$ cat config.mk
export PLATFORM = sky130hd
export DESIGN_NAME = adc_scan_sequencer
export DESIGN_NICKNAME = d
export VERILOG_FILES = /design/src/rtl/adc_seq_pkg.sv /design/src/rtl/adc_seq_ctrl.sv /design/src/rtl/adc_seq_dp.sv /design/src/rtl/adc_scan_sequencer.sv
export SDC_FILE = /design/constraint.sdc
export NUM_CORES = 1
export LEC_CHECK = 0
export BUFFER_PORTS_ARGS = -buffer_cell sky130_fd_sc_hd__buf_4
export CORE_MARGIN = 5
export CORE_UTILIZATION = 50
export DETAILED_ROUTE_END_ITERATION = 10
export GPL_TIMING_DRIVEN = 0
export PLACE_DENSITY = 0.92
export SETUP_SLACK_MARGIN = 0.4
export SLEW_MARGIN = 20
export SYNTH_ARGS = -nofsm -noshare
export SYNTH_HDL_FRONTEND = slang
export SYNTH_SLANG_ARGS = --single-unit
$ cat constraint.sdc
create_clock -name clk -period 3.8 [get_ports clk]
set_input_delay 0.19 -clock clk [delete_from_list [all_inputs] [get_ports clk]]
set_output_delay 0.19 -clock clk [all_outputs]
set_load 0.01 [all_outputs]
$ cat src/rtl/adc_seq_pkg.sv
`timescale 1ns/1ps
package adc_seq_pkg;

  typedef enum logic [1:0] {
    MODE_SINGLE_RS = 2'b00,
    MODE_SINGLE    = 2'b01,
    MODE_CONT      = 2'b10,
    MODE_STEP      = 2'b11
  } scanMode_t;

  typedef enum logic [1:0] {
    ST_IDLE = 2'b00,
    ST_CONV = 2'b01,
    ST_WAIT = 2'b10
  } seqState_t;

  typedef struct packed {
    logic loadFirst;
    logic advance;
    logic capture;
  } dpStrobe_t;

endpackage

$ cat src/rtl/adc_seq_ctrl.sv
`timescale 1ns/1ps
module adc_seq_ctrl
  import adc_seq_pkg::*;
(
  input  logic       clk,
  input  logic       rstN,
  input  logic       startWr,
  input  logic       stopWr,
  input  logic [1:0] srcSel,
  input  logic [1:0] modeSel,
  input  logic       extTrigN,
  input  logic       timerTick,
  input  logic       convDone,
  input  logic       atEnd,
  output dpStrobe_t  strobe,
  output logic       convStart,
  output logic       busy,
  output logic       scanDone
);

  seqState_t state, nextState;
  scanMode_t mode;
  logic      extPrev;
  logic      extFall;
  logic      actEvent;
  logic      launch;
  logic      doneSet;

  assign mode = scanMode_t'(modeSel);

  // While the pin source is disabled, the history is held high.
  // Enabling it with the pin already low therefore reads as a falling edge.
  always_ff @(posedge clk or negedge rstN) begin
    if (!rstN) extPrev <= 1'b1;
    else       extPrev <= srcSel[0] ? extTrigN : 1'b1;
  end

  assign extFall  = srcSel[0] & extPrev & ~extTrigN;
  assign actEvent = startWr | extFall | (srcSel[1] & timerTick);

  always_comb begin
    nextState = state;
    strobe    = '0;
    launch    = 1'b0;
    doneSet   = 1'b0;
    if (stopWr) begin
      nextState = ST_IDLE;
    end else begin
      unique case (state)
        ST_IDLE: begin
          if (actEvent) begin
            strobe.loadFirst = 1'b1;
            launch           = 1'b1;
            nextState        = ST_CONV;
          end
        end
        ST_CONV: begin
          if (actEvent && mode == MODE_SINGLE_RS) begin
            strobe.loadFirst = 1'b1;
            strobe.capture   = convDone;
            launch           = 1'b1;
          end else if (convDone) begin
            strobe.capture = 1'b1;
            if (atEnd) begin
              doneSet = 1'b1;
              unique case (mode)
                MODE_CONT: begin
                  strobe.loadFirst = 1'b1;
                  launch           = 1'b1;
                end
                MODE_STEP: begin
                  strobe.loadFirst = 1'b1;
                  nextState        = ST_WAIT;
                end
                default: nextState = ST_IDLE;
              endcase
            end else begin
              strobe.advance = 1'b1;
              if (mode == MODE_STEP) nextState = ST_WAIT;
              else                   launch    = 1'b1;
            end
          end
        end
        ST_WAIT: begin
          if (actEvent) begin
            launch    = 1'b1;
            nextState = ST_CONV;
          end
        end
        default: nextState = ST_IDLE;
      endcase
    end
  end

  always_ff @(posedge clk or negedge rstN) begin
    if (!rstN) begin
      state     <= ST_IDLE;
      convStart <= 1'b0;
      scanDone  <= 1'b0;
    end else begin
      state     <= nextState;
      convStart <= launch;
      scanDone  <= doneSet;
    end
  end

  assign busy = (state != ST_IDLE);

  // a start pulse to the core only while a scan is active
  a_r4_start_while_busy: assert property (@(posedge clk) disable iff (!rstN)
    convStart |-> busy);

  // termination wins over everything in the same cycle
  a_r11_stop_priority: assert property (@(posedge clk) disable iff (!rstN)
    stopWr |=> (!busy && !convStart));

  // completion flag only follows a done pulse from the core
  a_r12_done_after_core: assert property (@(posedge clk) disable iff (!rstN)
    scanDone |-> $past(convDone));

  // non-restartable single scan is idle once its completion flag shows
  a_r7_single_ends_idle: assert property (@(posedge clk) disable iff (!rstN)
    (scanDone && $past(modeSel) == 2'b01) |-> !busy);

  // blocked modes ignore activations during a conversion
  a_r6_no_restart: assert property (@(posedge clk) disable iff (!rstN)
    (state == ST_CONV && mode != MODE_SINGLE_RS && !convDone && !stopWr)
      |=> (state == ST_CONV && !convStart));

  // the stepped mode holds until the next event
  a_r10_step_holds: assert property (@(posedge clk) disable iff (!rstN)
    (state == ST_WAIT && !actEvent && !stopWr) |=> (state == ST_WAIT && !convStart));

endmodule

$ cat src/rtl/adc_seq_dp.sv
`timescale 1ns/1ps
module adc_seq_dp
  import adc_seq_pkg::*;
#(
  parameter int CH_W   = 5,
  parameter int DATA_W = 10
) (
  input  logic              clk,
  input  logic              rstN,
  input  dpStrobe_t         strobe,
  input  logic [CH_W-1:0]   firstCh,
  input  logic [CH_W-1:0]   lastCh,
  input  logic [DATA_W-1:0] convData,
  output logic [CH_W-1:0]   curCh,
  output logic              atEnd,
  output logic [DATA_W-1:0] resultData,
  output logic              resultValid
);

  logic [CH_W-1:0] endCh;

  // A reversed range collapses to the first channel alone.
  assign endCh = (lastCh < firstCh) ? firstCh : lastCh;
  assign atEnd = (curCh == endCh);

  always_ff @(posedge clk or negedge rstN) begin
    if (!rstN)                 curCh <= '0;
    else if (strobe.loadFirst) curCh <= firstCh;
    else if (strobe.advance)   curCh <= curCh + 1'b1;
  end

  always_ff @(posedge clk or negedge rstN) begin
    if (!rstN) begin
      resultData  <= '0;
      resultValid <= 1'b0;
    end else begin
      resultValid <= strobe.capture;
      if (strobe.capture) resultData <= convData;
    end
  end

  // a step moves exactly one channel up
  a_r7_step_by_one: assert property (@(posedge clk) disable iff (!rstN)
    strobe.advance |=> (curCh == $past(curCh) + 1'b1));

  // the control never steps beyond the effective end channel
  a_r8_no_step_past_end: assert property (@(posedge clk) disable iff (!rstN)
    strobe.advance |-> !atEnd);

endmodule

$ cat src/rtl/adc_scan_sequencer.sv
`timescale 1ns/1ps
module adc_scan_sequencer
  import adc_seq_pkg::*;
#(
  parameter int CH_W   = 5,
  parameter int DATA_W = 10
) (
  input  logic              clk,
  input  logic              rstN,
  input  logic              startWr,
  input  logic              stopWr,
  input  logic [1:0]        srcSel,
  input  logic [1:0]        modeSel,
  input  logic [CH_W-1:0]   firstCh,
  input  logic [CH_W-1:0]   lastCh,
  input  logic              extTrigN,
  input  logic              timerTick,
  input  logic              convDone,
  input  logic [DATA_W-1:0] convData,
  output logic              convStart,
  output logic [CH_W-1:0]   convCh,
  output logic              busy,
  output logic [CH_W-1:0]   curCh,
  output logic              resultValid,
  output logic [DATA_W-1:0] resultData,
  output logic              scanDone
);

  dpStrobe_t strobe;
  logic      atEnd;

  adc_seq_ctrl ctrl_i (
    .clk       (clk),
    .rstN      (rstN),
    .startWr   (startWr),
    .stopWr    (stopWr),
    .srcSel    (srcSel),
    .modeSel   (modeSel),
    .extTrigN  (extTrigN),
    .timerTick (timerTick),
    .convDone  (convDone),
    .atEnd     (atEnd),
    .strobe    (strobe),
    .convStart (convStart),
    .busy      (busy),
    .scanDone  (scanDone)
  );

  adc_seq_dp #(.CH_W(CH_W), .DATA_W(DATA_W)) dp_i (
    .clk         (clk),
    .rstN        (rstN),
    .strobe      (strobe),
    .firstCh     (firstCh),
    .lastCh      (lastCh),
    .convData    (convData),
    .curCh       (curCh),
    .atEnd       (atEnd),
    .resultData  (resultData),
    .resultValid (resultValid)
  );

  assign convCh = curCh;

endmodule

==> results.sh <==
export IMPL_cts_repair_resized=0
export IMPL_r2r_end="dp_i.curCh[0]"
export IMPL_setup_viol=0
export IMPL_synth_ff_type="dfrtp_1"
export IMPL_ios=55
export IMPL_netlist_area_um2=1270
export IMPL_worst_pin_slew_ps=533
export IMPL_antennaDiodeCount=0
export IMPL_fmax_mhz=432
export IMPL_clkSinkCount=21
export IMPL_rows=18
export IMPL_synthArstFlopShare=1.00
export IMPL_syn_avg_cell_area_um2=11.2
export IMPL_ctsRootBufferMaster="clkbuf_4"
export IMPL_synth_nets=150
export IMPL_synth_top_area_frac=0.393
export IMPL_crit_cells=7
export IMPL_final_core_util=0.712
export IMPL_irDropWorstVdd_mv=0.362
export IMPL_crit_slowest_cell="a2111oi_4"
export IMPL_worstPathCellList="xnor2_1, nand3_1, nor3_4, mux2i_2, nand3b_4, a2111oi_4, mux2_4"
export IMPL_cpPeakStageDelay_ps=520
export IMPL_finalHoldViolations=0
export IMPL_drt_total_wl_mm=3.10
export IMPL_dp_hpwl_mm=2.56
export IMPL_synth_most_common_cell="dfrtp_1"
export IMPL_crit_path_end="dp_i.curCh[0]"
export IMPL_track_usage=0.181
export IMPL_cp_start_kind="flip-flop"
export IMPL_multi_input_area_um2=676
export IMPL_first_global_vias=1102
export IMPL_gp_congestion=0.790
export IMPL_drive_gt1_frac=0.488
export IMPL_min_path_type="in2reg"
export IMPL_drv_cap=0
export IMPL_avgRoutedWirePerCell_um=15.3
export IMPL_worst_r2r_cell_count=7
export IMPL_dr_first_iter_drc_count=16
export IMPL_cp_startpoint="dp_i.curCh[0]"
export IMPL_synthTopCellsByArea="dfrtp_1, mux2_2, ha_1"
export IMPL_synthTopCellsByCount="dfrtp_1, mux2_2, nor2_1"
export IMPL_nNetsFinal=209
export IMPL_cts_clk_slew_worst_paths_ps=110
export IMPL_fp_dieW_um=60.5
export IMPL_seq_area_frac_synth=0.413
export IMPL_reg2reg_from="dp_i.curCh[0]"
export IMPL_cts_tree="yes"
export IMPL_leakage_uw=0.000858
export IMPL_endpoint_kind="flip-flop"
export IMPL_worstPathMaxFanout=8
export IMPL_viasPerCell=5.41
export IMPL_core_area_um2=2450
export IMPL_clock_path_buffers=2
export IMPL_period_minus_slack_ps=2310
export IMPL_antenna_left=0
export IMPL_antenna_found_initial=0
export IMPL_syn_to_final_growth_pct=37.1
export IMPL_synth_edf_count=0
export IMPL_grt_ovfl_total=0
export IMPL_synth_cell_types=39
export IMPL_dr_total_vias=1092
export IMPL_total_power_uw=953
export IMPL_outcome="finished, final reports clean"
export IMPL_io_buffer_count=53
export IMPL_path_buf_inv=0
export IMPL_rsz0062_at_grt="false"
export IMPL_powerDensity_nw_per_um2=545
export IMPL_fill_cells=176
export IMPL_grt_max_degree=22
export IMPL_dr_pass1_iters=6
export IMPL_h_tree_depth=1
export IMPL_critPathArrivalTime_ps=2510
export IMPL_crit_required_ps=4000
export IMPL_die_height_um=60.5
export IMPL_slew_violations=0
export IMPL_syn_inst=114
export IMPL_timing_hold_ws_ps=93.6
export IMPL_clk_latency_ps=310
export IMPL_grt_pass1_wl_mm=4.95
export IMPL_drc=0
export IMPL_period_share=0.608
export IMPL_tns_ps=0
export IMPL_yosysWarnings=0
export IMPL_seq_area_um2=527
export IMPL_slew_headroom=0.645
export IMPL_cts_made_buffers=3
export IMPL_ys_ff_latch=21
export IMPL_start_util=0.519
export IMPL_crit_family="compound AO/OA/AOI/OAI gates"
export IMPL_fin_skew_ps=5.78
export IMPL_yosysTopAreaCell="dfrtp_1"
export IMPL_critPathKind="reg2reg"
export IMPL_regToRegSetupSlack_ps=1490
export IMPL_dieArea_um2=3660
-- placed cells by master, fill, tap and decap left out, drive strengths merged, types with 2 or more instances in the layout --
master | Yosys | final
a21oi | 3 | 3
and3 | 2 | 2
buf | 7 | 60
clkbuf | 0 | 3
dfrtp | 20 | 20
ha | 5 | 5
inv | 7 | 7
mux2 | 11 | 11
mux2i | 6 | 6
nand2 | 3 | 3
nand3 | 5 | 5
nor2 | 8 | 8
nor2b | 2 | 2
nor3 | 2 | 2
o21ai | 5 | 5
o31ai | 2 | 2
xnor2 | 7 | 7
xor2 | 7 | 7
-- repair_timing --
item | CTS | global route
buffers inserted | 0 | 0
hold endpoints to repair | 20 | 0
hold buffers | 1 | 0
-- through the flow --
stage	cells	area, um2	setup WS [ps]
finish	202	1750	1490
global placement	197	1710	1320
CTS	202	1750	1460
floorplan	114	1270	1580
detailed placement	197	1710	1280
global route	202	1750	1310
-- worst min path at each step --
stage            from                 end  slack (ps)  depth (start not counted)
6_report       stopWr     ctrl_i.state[1]          90                          2
5_1_grt        stopWr     ctrl_i.state[1]          80                          2
4_1_cts        stopWr     ctrl_i.state[1]          90                          2
3_5_place_dp     rstN  dp_i.resultData[9]          90                          1
3_3_place_gp     rstN  dp_i.resultData[9]          80                          1
2_1_floorplan    rstN    ctrl_i.convStart        -110                          0
-- cells by family (layout without fill, tap and decap cells) --
family	Yosys count	count (layout)	share of synthesized area
flops	21	21	0.413
buf+inv	14	72	0.0569
xor+xnor	14	14	0.102
fa+ha+maj	5	5	0.0491
simple gates	27	27	0.130
compound gates	16	16	0.0991
mux	17	17	0.150
-- worst register-to-register path, stage by stage, from the launching register on --
cell and delay (ps):
dfrtp_1 500, xnor2_1 210, nand3_1 150, nor3_4 140
mux2i_2 150, nand3b_4 200, a2111oi_4 520, mux2_4 340
-- sequential cells by signal, indices dropped and copies added, names as in the netlist --
signal	flops
ctrl_i.convStart	1
ctrl_i.extPrev	1
ctrl_i.scanDone	1
ctrl_i.state	2
dp_i.curCh	5
dp_i.resultData	10
dp_i.resultValid	1
-- metal layers --
layer / wire length, um / share of wire / up-vias / global-route usage
met5: 0 / 0 / - / 0
met1: 1160 / 0.37 / 526 / 0.206
met2: 1580 / 0.51 / 51 / 0.336
met3: 307 / 0.099 / 6 / 0.0404
met4: 44 / 0.014 / 0 / 0.0557
li1: - / - / 509 / -
-- report_power, final --
group / internal (uW) / switching [uW]
Sequential: 290 / 82.8
Clock: 39.3 / 69.7
Combinational: 279 / 192
Total: 608 / 345
-- final cells by class --
| class | instances | share of cell area |
|---|---|---|
| plain buffers | 7 | 0.0265 |
| repair buffers | 54 | 0.233 |
| clock inverters | 1 | 0.00286 |
| well taps | 30 | 0.0215 |
| inverters | 7 | 0.0150 |
| clock buffers | 3 | 0.0129 |
| multi-input cells | 79 | 0.387 |
| flip-flops and latches | 21 | 0.301 |
(Power assumes the default switching activity.)
